$ cat config.mk
export PLATFORM = sky130hd
export DESIGN_NAME = spike_grid_encoder
export DESIGN_NICKNAME = d
export VERILOG_FILES = /design/src/rtl/spike_grid_pkg.sv /design/src/rtl/spike_cell.sv /design/src/rtl/spike_row_scan.sv /design/src/rtl/spike_col_drive.sv /design/src/rtl/spike_grid_encoder.sv
export SDC_FILE = /design/constraint.sdc
export NUM_CORES = 1
export LEC_CHECK = 0
export ABC_AREA = 1
export BUFFER_PORTS_ARGS = -buffer_cell sky130_fd_sc_hd__buf_2
export CAP_MARGIN = 10
export CELL_PAD_IN_SITES_DETAIL_PLACEMENT = 1
export CELL_PAD_IN_SITES_GLOBAL_PLACEMENT = 2
export CORE_MARGIN = 2
export CORE_UTILIZATION = 27
export CTS_CLUSTER_SIZE = 12
export DETAILED_ROUTE_END_ITERATION = 16
export GPL_TIMING_DRIVEN = 0
export HOLD_SLACK_MARGIN = 0.08
export PLACE_DENSITY_LB_ADDON = 0.1
export SLEW_MARGIN = 25
export SYNTH_ARGS = -nofsm -noshare
export SYNTH_HDL_FRONTEND = slang
export SYNTH_HIERARCHICAL = 1
export SYNTH_SLANG_ARGS = --single-unit
$ cat constraint.sdc
create_clock -name clk -period 1.2 [get_ports clk]
set_clock_uncertainty 0.2 [all_clocks]
set_input_delay 0.12 -clock clk [delete_from_list [all_inputs] [get_ports clk]]
set_output_delay 0.12 -clock clk [all_outputs]
set_load 0.01 [all_outputs]
$ cat src/rtl/spike_grid_pkg.sv
package spike_grid_pkg;
  localparam int unsigned GRID_COLS = 3;
  localparam int unsigned GRID_ROWS = 5;
endpackage

$ cat src/rtl/spike_cell.sv
// One grid cell: four-phase source handshake plus the pending-spike flag.
module spike_cell (
  input  logic clk,
  input  logic rst,
  input  logic req_i,
  input  logic clr_i,
  output logic ack_o,
  output logic pend_o
);
  logic take;

  // A capture needs an idle handshake and an empty cell (no double counting).
  assign take = req_i & ~ack_o & ~pend_o;

  always_ff @(posedge clk) begin
    if (rst) begin
      ack_o  <= 1'b0;
      pend_o <= 1'b0;
    end else begin
      ack_o  <= take | (ack_o & req_i);
      pend_o <= take | (pend_o & ~clr_i);
    end
  end
endmodule

$ cat src/rtl/spike_row_scan.sv
// Row request lines: one per row that holds a pending cell and is not acknowledged.
module spike_row_scan #(
  parameter int unsigned NCOL = 3,
  parameter int unsigned NROW = 5,
  localparam int unsigned NCELL = NCOL * NROW
) (
  input  logic             clk,
  input  logic             rst,
  input  logic [NCELL-1:0] pend,
  input  logic [NROW-1:0]  row_ack,
  output logic [NROW-1:0]  row_req
);
  logic [NROW-1:0] occupied;

  for (genvar r = 0; r < NROW; r++) begin : g_row
    assign occupied[r] = |pend[r*NCOL +: NCOL];

    always_ff @(posedge clk) begin
      if (rst) row_req[r] <= 1'b0;
      else     row_req[r] <= occupied[r] & ~row_ack[r];
    end
  end
endmodule

$ cat src/rtl/spike_col_drive.sv
// Column request lines for the lowest acknowledged row, and per-cell clear strobes.
module spike_col_drive #(
  parameter int unsigned NCOL = 3,
  parameter int unsigned NROW = 5,
  localparam int unsigned NCELL = NCOL * NROW
) (
  input  logic             clk,
  input  logic             rst,
  input  logic [NCELL-1:0] pend,
  input  logic [NROW-1:0]  row_ack,
  input  logic [NCOL-1:0]  col_ack,
  output logic [NCOL-1:0]  col_req,
  output logic [NCELL-1:0] clr
);
  logic [NROW-1:0] sel_oh;
  logic [NCOL-1:0] sel_pend;

  // Lowest set bit of the acknowledge vector picks the served row.
  assign sel_oh = row_ack & (~row_ack + 1'b1);

  always_comb begin
    sel_pend = '0;
    for (int r = 0; r < NROW; r++) begin
      if (sel_oh[r]) sel_pend = sel_pend | pend[r*NCOL +: NCOL];
    end
  end

  for (genvar c = 0; c < NCOL; c++) begin : g_col
    always_ff @(posedge clk) begin
      if (rst) col_req[c] <= 1'b0;
      else     col_req[c] <= sel_pend[c] & ~col_ack[c];
    end
  end

  for (genvar r = 0; r < NROW; r++) begin : g_clr_r
    for (genvar c = 0; c < NCOL; c++) begin : g_clr_c
      assign clr[r*NCOL + c] = sel_oh[r] & col_ack[c] & col_req[c];
    end
  end
endmodule

$ cat src/rtl/spike_grid_encoder.sv
module spike_grid_encoder #(
  parameter int unsigned NCOL = spike_grid_pkg::GRID_COLS,
  parameter int unsigned NROW = spike_grid_pkg::GRID_ROWS,
  localparam int unsigned NCELL = NCOL * NROW
) (
  input  logic             clk,
  input  logic             rst,
  input  logic [NCELL-1:0] in_req,
  output logic [NCELL-1:0] in_ack,
  output logic [NROW-1:0]  row_req,
  input  logic [NROW-1:0]  row_ack,
  output logic [NCOL-1:0]  col_req,
  input  logic [NCOL-1:0]  col_ack
);
  logic [NCELL-1:0] pend;
  logic [NCELL-1:0] clr;

  for (genvar i = 0; i < NCELL; i++) begin : g_cell
    spike_cell u_cell (
      .clk   (clk),
      .rst   (rst),
      .req_i (in_req[i]),
      .clr_i (clr[i]),
      .ack_o (in_ack[i]),
      .pend_o(pend[i])
    );
  end

  spike_row_scan #(.NCOL(NCOL), .NROW(NROW)) u_rows (
    .clk    (clk),
    .rst    (rst),
    .pend   (pend),
    .row_ack(row_ack),
    .row_req(row_req)
  );

  spike_col_drive #(.NCOL(NCOL), .NROW(NROW)) u_cols (
    .clk    (clk),
    .rst    (rst),
    .pend   (pend),
    .row_ack(row_ack),
    .col_ack(col_ack),
    .col_req(col_req),
    .clr    (clr)
  );
endmodule

==> results.toml, run 1 <==
[detailed_routing]
drtIter0Drc = 42
drtAntennaViolNets = 0
viasPerCell = 4.210
drt_wl_total_mm = 4.592
wl_per_cell_um = 10.96
wl_met1_mm = 2.155
dr.pass1.iters = 4
drc = 0
met3WireLength_um = 182
route.met2.wl_mm = 2.225
top_layer = "met4"
vias = 1764

[final_layout]
fin_util_pct = 38.21
antenna_cells = 0
fill_cells = 818
drive_gt1_share_pct = 24.85
final_nets = 367
area_growth_pct = 37.52

[yosys]
synthCells = 264
synth-seq-cells = 38
synth_common_cells = "nand2_1, inv_1, dfxtp_1, nor2_1, a21oi_2"
synth_edf_count = 0
yosysWarnings = 6
synth_area_leader_cell = "dfxtp_1"
yosysTopAreaCellShare_pct = 43.12
ys_types = 11
seq_area_frac_synth_pct = 43.12
synth_nets = 289
synth_most_common_cell = "nand2_1"
synth_area_um2 = 1764
synthArstFlopShare_pct = 0
synthFlopType = "dfxtp_1"
avgSynthCellArea_um2 = 6.683
synthTopCellsByArea = "dfxtp_1, nand2_1, inv_1"

[sta]
slew_violations = 0
hold_ws_ps = 60.47
slew_headroom_pct = 72.64
finalCriticalPeriod_ps = 1116
rsz0062_at_grt = "false"
hold_viol_final = 0
fin_crit_sh_pct = 93.01
setup_violations = 0
setup-tns-final_ps = 0
tightest_slew_ps = 410.5
fmax_mhz = 896.0

[floorplan]
die_w_um = 84.84
initial_utilization_pct = 27.78
dieArea_um2 = 7197
die_h_um = 84.84
core_um2 = 6350
ios = 48
num_rows = 29

[grt]
grt_max_degree = 20
grt.total_usage_pct = 13.56
antenna_found_initial = 0
grt_pass1_vias = 1720
overflow = 0
grt_pass1_wl_mm = 7.734

[cts]
cts_buffer_depth = 2
cts_sinks = 38
post-cts-setup-buffers = 0
path_clk_slew_ps = 70
cts_buffers = 5
cts_tree = "yes"
clockRootBuffer = "clkbuf_8"
insertion_delay_ps = 280
htreeDepth = 2

[power_and_ir_drop]
swShare_pct = 27.53
ir_drop_uv = 521.6
p_comb_share_pct = 16.7
p_leak_nw = 1.243
power_density_nw_per_um2 = 1113
power.share.clock_pct = 30.5
intPower_mw = 1.957
p_seq_share_pct = 52.8
switchingPower_uw = 743.2

[worst_setup_path]
crit_path_end = "u_cols/col_req[2]"
cp.arrival_ps = 1100
critPathLaunch = "g_cell[5].u_cell/pend_o"
r2r_start = "g_cell[5].u_cell/pend_o"
crit_required_ps = 1190
startpoint_type = "flop"
critical_path_class = "reg2reg"
rrSetupSlack_ps = 80
cp_max_fo = 5
cp-end-kind = "flop"
r2r-end = "u_cols/col_req[2]"
r2r_cells = 6

[place]
dp_hpwl_mm = 3.388
port_buffers = 47
gp_routability_congestion = 0.7315

[flow_run]
max_cap_viol_count = 0

[hold_path]
min-delay-path-class = "in2reg"

[outcome]
status = "completed"
==> layout by cell type, fill, tap and decap left out, drive strengths merged <==
master / instances
nand4: 3
nor2: 32
buf: 47
dfxtp: 38
clkbuf: 7
a21oi: 35
nand3: 7
dlygate4sd3: 24
inv: 66
nand2: 83
==> power groups by stage <==
stage          clock network (mW)  logic, mW  registers (mW)
2_1_floorplan                   0      0.219            1.46
3_3_place_gp                    0      0.391            1.45
3_5_place_dp                    0      0.396            1.46
4_1_cts                     0.886      0.457            1.43
5_1_grt                     0.941      0.514            1.44
6_report                    0.823      0.451            1.43
==> routing by layer <==
metal,vias up,global-route usage (%)
met3,2,3.405
li1,936,-
met4,0,3.896
met5,-,0
met2,31,23.48
met1,795,16.68
==> critical path, stage by stage, from the launching register on <==
cell     delay (ps)
dfxtp_1         350
nand3_1          90
nand2_1          60
nor2_2          120
nand3_1          90
nand2_1          70
inv_1            30
==> how the worst min path moves through the flow <==
stage                    start                endpoint  slack, ps  cells past startpoint
finish              row_ack[4]       u_cols/col_req[1]         60                      5
global placement     in_req[3]  g_cell[3].u_cell/ack_o        160                      3
global route        row_ack[3]       u_cols/col_req[0]        120                      6
detailed placement   in_req[8]  g_cell[8].u_cell/ack_o        170                      3
CTS                 row_ack[3]       u_cols/col_req[0]        100                      6
floorplan            in_req[0]  g_cell[0].u_cell/ack_o         40                      2
==> cell families (layout without fill, tap and decap cells) <==
group / after synthesis / after routing / synth area share [%]
flip-flops: 38 / 38 / 43.12
buffers and inverters: 66 / 144 / 14.04
AO/OA/AOI/OAI: 35 / 35 / 14.18
AND/OR/NAND/NOR: 125 / 125 / 28.65
==> per-stage QoR <==
step	area [um^2]	cells	setup WS [ps]	total power, mW
floorplan	1764	264	174.1	1.676
global placement	2096	388	-119.9	1.844
detailed placement	2096	388	-133.8	1.851
CTS	2412	419	21.83	2.769
global route	2426	419	10.21	2.896
finish	2426	419	83.93	2.700
==> what timing repair did <==
action	in CTS	in global routing
hold buffers	24	1
resized for setup	0	7
endpoints found under the setup margin	0	12
hold endpoints to repair	38	2
==> layout make-up <==
class	instances	area [um^2]	share of cell area, %
Tap cell	77	96.34	3.971
Timing Repair Buffer	71	475.5	19.60
Multi-Input combinational cell	160	765.7	31.56
Sequential cell	38	764.5	31.51
Clock buffer	7	76.32	3.146
Inverter	66	247.7	10.21
==> flip-flops by register name, indices dropped and copies added, names as in the netlist <==
register / count
g_cell.u_cell/ack_o: 15
u_cols/col_req: 3
u_rows/row_req: 5
g_cell.u_cell/pend_o: 15
No activity file was read; power rests on OpenSTA's default activity.
==> run 2: changes to the inputs <==
CORE_UTILIZATION = 28   (was 27)
CTS_BUF_LIST = sky130_fd_sc_hd__clkbuf_8   (was not set)
==> run 2 against run 1 <==
Against the previous run:
- first-iteration DRC count down 24%
- fmax down 2.5%
- global-route usage up 0.91 points
- critical path depth up 1
- die area down 3.4%
- core utilization up 3.0 points
- critical path type is now in2reg
- worst setup slack worse by 29 ps
- final area up 1.9%
- highest routed layer unchanged
- sequential power about the same
==> results.toml, run 2 (synthesis results as in run 1) <==
[worst_setup_path]
r2r_cells = 6
crit_required_ps = 1200
cp-end-kind = "flop"
startpoint_type = "input port"
path_cells = "dlygate4sd3_1, buf_6, nand3_4, nor2_2, nand2_1, nand2_1, a21oi_2"
worst-path-buf-inv = 2
cp.depth = 7
worst_path_largest_cell_delay_ps = 550
cp_max_fo = 5
critical_path_class = "in2reg"
path_common_cell = "nand2_1"
crit_family = "buffers and inverters"
crit_path_top_delay_cell = "dlygate4sd3_1"
cp.arrival_ps = 1140

[final_layout]
area_growth_pct = 40.07
drive_gt1_share_pct = 26.02
final_cells = 417
fin_util_pct = 41.25
final_common_cell = "nand2_1"
antenna_cells = 0
final_cell_mix = "nand2_1, inv_1, buf_2"
design_area_um2 = 2471
top_regs = "g_cell.u_cell/ack_o (15), g_cell.u_cell/pend_o (15), u_rows/row_req (5)"
final_nets = 366

[grt]
grt_pass1_vias = 1870
overflow = 0
grt_pass1_wl_mm = 8.162
grt_max_degree = 20
antenna_found_initial = 0
grt.total_usage_pct = 14.46

[flow_run]
max_cap_viol_count = 0

[floorplan]
die_h_um = 83.38
initial_utilization_pct = 29.45
dieArea_um2 = 6951
core_um2 = 5991
ios = 48
die_w_um = 83.38
num_rows = 28

[sta]
fin_crit_sh_pct = 95.38
hold_ws_ps = 106.1
tightest_slew_ps = 419.0
slew_headroom_pct = 72.07
setup_violations = 0
finalCriticalPeriod_ps = 1145
fmax_mhz = 873.7
setup_ws_ps = 55.40
slew_violations = 0
hold_viol_final = 0
rsz0062_at_grt = "false"

[cts]
insertion_delay_ps = 300
cts_buffer_depth = 2
cts_buffers = 5
path_clk_slew_ps = 80
clockRootBuffer = "clkbuf_8"
post-cts-setup-buffers = 0
cts_sinks = 38
htreeDepth = 2
cts_tree = "yes"

[place]
port_buffers = 47
gp_routability_congestion = 0.6619
dp.cells = 386
dp_hpwl_mm = 3.344
place_area_um2 = 2093
pre_cts_ws_ps = -120.9

[power_and_ir_drop]
power_density_nw_per_um2 = 1185
ir_drop_uv = 551.2
p_leak_nw = 1.268

[detailed_routing]
viasPerCell = 4.257
vias = 1775
drt_wl_total_mm = 4.687
dr.pass1.iters = 4
wl_per_cell_um = 11.24
drtAntennaViolNets = 0
drc = 0
drtIter0Drc = 32

[outcome]
status = "completed"

[hold_path]
min-delay-path-class = "in2reg"
holdPathStages = 6
## run 2: cell count changes in the layout (fill, tap and decap cells not counted)
cell           change
nand2_2            -1
buf_6              +1
dlygate4sd3_1      -1
nand3_4            +1
clkbuf_8           +3
nand3_1            -1
buf_2              -1
nand2_4            +1
clkbuf_1           -2
## run 2: worst min-delay path, stage by stage
cell     delay [ps]
buf_2           120
nand2_4          90
nor2_2           90
nand2_1          50
nand2_1          60
a21oi_2          30
## run 2: routing by layer
metal	vias to the layer above	global-route usage (%)	share of wire, %
li1	932	-	-
met1	807	16.94	46
met2	30	25.81	49
met3	6	3.280	3.5
met4	0	4.918	1.6
met5	-	0	0
## run 2: final cells by class
cell class	count	area, um^2
multi-input combinational	160	783.3
clock buffer	8	110.1
inverter	66	247.7
tap	75	93.84
sequential	38	764.5
fill	801	3520
timing repair buffer	70	471.7
## run 2: metrics by stage
step | TNS, ps | total power, mW
after CTS | 0 | 2.982
after detailed placement | -477.3 | 1.850
after floorplan | 0 | 1.676
after global placement | -459.0 | 1.841
after global routing | 0 | 3.114
final | 0 | 2.928
## run 2: worst paths after layout
check                                from  slack, ps                  endpoint
hold / removal                 col_ack[0]        110  g_cell[12].u_cell/pend_o
setup reg to reg  g_cell[2].u_cell/pend_o         80         u_cols/col_req[2]
setup / recovery               row_ack[4]         60  g_cell[12].u_cell/pend_o
hold reg to reg    g_cell[4].u_cell/ack_o        270    g_cell[4].u_cell/ack_o
## run 2: report_power, final
group          switching [mW]  leakage (nW)  internal [mW]
registers              0.0741         0.316           1.35
logic                   0.252         0.895          0.206
clock network           0.466        0.0575          0.581
## run 2: timing repair
item                       CTS  global route
hold buffers                23             0
hold endpoints to repair    38             0
gates resized for setup      0            12
setup endpoints to repair    0            14
==> run 3: changes to the inputs <==
--- a/config.mk
+++ b/config.mk
@@ -9,8 +9,6 @@
 export BUFFER_PORTS_ARGS = -buffer_cell sky130_fd_sc_hd__buf_2
 export CAP_MARGIN = 10
-export CELL_PAD_IN_SITES_DETAIL_PLACEMENT = 1
-export CELL_PAD_IN_SITES_GLOBAL_PLACEMENT = 2
 export CORE_MARGIN = 2
-export CORE_UTILIZATION = 28
+export CORE_UTILIZATION = 40
 export CTS_BUF_LIST = sky130_fd_sc_hd__clkbuf_8
 export CTS_CLUSTER_SIZE = 12
@@ -18,5 +16,4 @@
 export GPL_TIMING_DRIVEN = 0
 export HOLD_SLACK_MARGIN = 0.08
-export PLACE_DENSITY_LB_ADDON = 0.1
 export SLEW_MARGIN = 25
 export SYNTH_ARGS = -nofsm -noshare
==> constraint.sdc (replaced) <==
create_clock -name clk -period 1.2 [get_ports clk]
set_clock_uncertainty 0.2 [all_clocks]
set_input_delay 0.06 -clock clk [delete_from_list [all_inputs] [get_ports clk]]
set_output_delay 0.06 -clock clk [all_outputs]
set_load 0.01 [all_outputs]
==> run 3 against run 2 <==
Against the previous run:
- global-route usage grew 2.3 points
- clock-buffer cell count shrank 3
- power decreased by 9.2%
- die area fell by 29%
- critical path depth is the same
- worst setup slack better by 20 ps
- worst hold slack worse by 72 ps
- fmax is 1.8% higher
- clock power decreased by 24%
- core utilization grew 14 points
- sequential share of layout area is 0.91 points higher
==> results.toml, run 3 (synthesis results as in run 1) <==
[detailed_routing]
drtIter0Drc = 53
drtAntennaViolNets = 0
vias = 1725
drc = 0
wl_per_cell_um = 9.870
drt_wl_total_mm = 3.879
dr.pass1.iters = 4
viasPerCell = 4.389

[final_layout]
top_regs = "g_cell.u_cell/ack_o (15), g_cell.u_cell/pend_o (15), u_rows/row_req (5)"
final_nets = 366
final_common_cell = "nand2_1"
regArea_um2 = 760.7
design_area_um2 = 2389
fin_util_pct = 55.62
area_growth_pct = 35.39
antenna_cells = 0
final_cells = 393
drive_gt1_share_pct = 24.34
fill_cells = 439
multi_input_area_um2 = 770.7
final_cell_mix = "nand2_1, inv_1, buf_2"

[outcome]
status = "completed"

[sta]
tightest_slew_ps = 398.7
fmax_mhz = 889.1
hold_viol_final = 0
finalCriticalPeriod_ps = 1125
setup_ws_ps = 75.23
fin_crit_sh_pct = 93.73
slew_headroom_pct = 73.42
rsz0062_at_grt = "true"
setup_violations = 0
slew_violations = 0
setup-tns-final_ps = 0

[hold_path]
min-delay-path-class = "in2reg"
holdPathStages = 6

[worst_setup_path]
cp-end-kind = "flop"
critical_path_class = "in2reg"
crit_path_top_delay_cell = "dlygate4sd3_1"
cp_max_fo = 5
cp.depth = 7
worst-path-buf-inv = 2
r2r_cells = 6
cp.arrival_ps = 1110
crit_family = "buffers and inverters"
path_common_cell = "nand2_1"
startpoint_type = "input port"
crit_required_ps = 1190
rrSetupSlack_ps = 110
path_cells = "dlygate4sd3_1, buf_2, nand2_2, nor2_1, nand2_1, nand2_1, a21oi_2"
worst_path_largest_cell_delay_ps = 520

[grt]
grt_util_met2_pct = 27.15
antenna_found_initial = 0
grt_max_degree = 20
grt_pass1_wl_mm = 6.596
overflow = 0
grt.total_usage_pct = 16.80
grtUsageMet3_pct = 5.051
gr-max-usage-layer = "met2"
use_met1_pct = 21.31
grt_pass1_vias = 1583

[floorplan]
die_h_um = 70.41
num_rows = 24
die_w_um = 70.41
initial_utilization_pct = 41.08
dieArea_um2 = 4958
core_um2 = 4294
ios = 48

[cts]
clockRootBuffer = "clkbuf_8"
cts_sinks = 38
cts_buffer_depth = 2
cts_tree = "yes"
htreeDepth = 2
path_clk_slew_ps = 70
cts_buffers = 5
post-cts-setup-buffers = 0
insertion_delay_ps = 290

[place]
port_buffers = 47
gp_routability_congestion = 0.7886
dp.cells = 363
dp_hpwl_mm = 2.789
place_area_um2 = 2064
pre_cts_ws_ps = -34.91

[flow_run]
max_cap_viol_count = 0

[power_and_ir_drop]
p_leak_nw = 1.247
power_density_nw_per_um2 = 1113
ir_drop_uv = 686.8
## run 3: changes by cell type in the layout (fill, tap and decap cells not counted), moves of 2 or more
cell	previous run	this run
dfxtp_2	3	0
dfxtp_1	35	38
inv_1	64	66
clkbuf_8	8	5
## run 3: timing repair
action                                 CTS  global route
endpoints found under the hold margin   38             0
setup endpoints to repair                0            12
resized for setup                        0             6
hold buffers                            23             0
## run 3: power by group
group          switching, mW  total, mW  internal [mW]  leakage [nW]
Sequential            0.0721       1.42           1.35         0.315
Clock                  0.411      0.794          0.383        0.0466
Combinational          0.240      0.444          0.204         0.885
## run 3: cell type report
cell class	count	share of cell area [%]
Multi-Input combinational cell	160	32.27
Sequential cell	38	31.85
Timing Repair Buffer	70	19.59
Inverter	66	10.37
Clock buffer	5	2.881
Tap cell	52	2.724
Clock inverter	2	0.3143
## run 3: worst reg2reg max path, cell delays in order, from the launching register on
cell,delay [ps]
dfxtp_1,350
nand3_1,100
nand2_1,50
nor2_1,120
nand3_1,80
nand2_1,60
inv_1,30
## run 3: path summary, 6_finish.rpt
| kind | start | end |
|---|---|---|
| max | col_ack[0] | g_cell[3].u_cell/pend_o |
| min | row_ack[3] | u_cols/col_req[0] |
| max reg2reg | g_cell[3].u_cell/pend_o | u_cols/col_req[0] |
| min reg2reg | g_cell[9].u_cell/ack_o | g_cell[9].u_cell/ack_o |
## run 3: routing by layer
| layer | up-vias | part of all wire [%] |
|---|---|---|
| li1 | 932 | - |
| met1 | 751 | 48 |
| met2 | 37 | 45 |
| met3 | 5 | 5.6 |
| met4 | 0 | 1.2 |
| met5 | - | 0 |
## run 3: through the flow
| step | total power, mW | hold WS (ps) |
|---|---|---|
| floorplan | 1.676 | -17.33 |
| global placement | 1.824 | 102.2 |
| detailed placement | 1.835 | 107.0 |
| CTS | 2.699 | 13.97 |
| global route | 2.820 | 86.32 |
| finish | 2.659 | 33.98 |
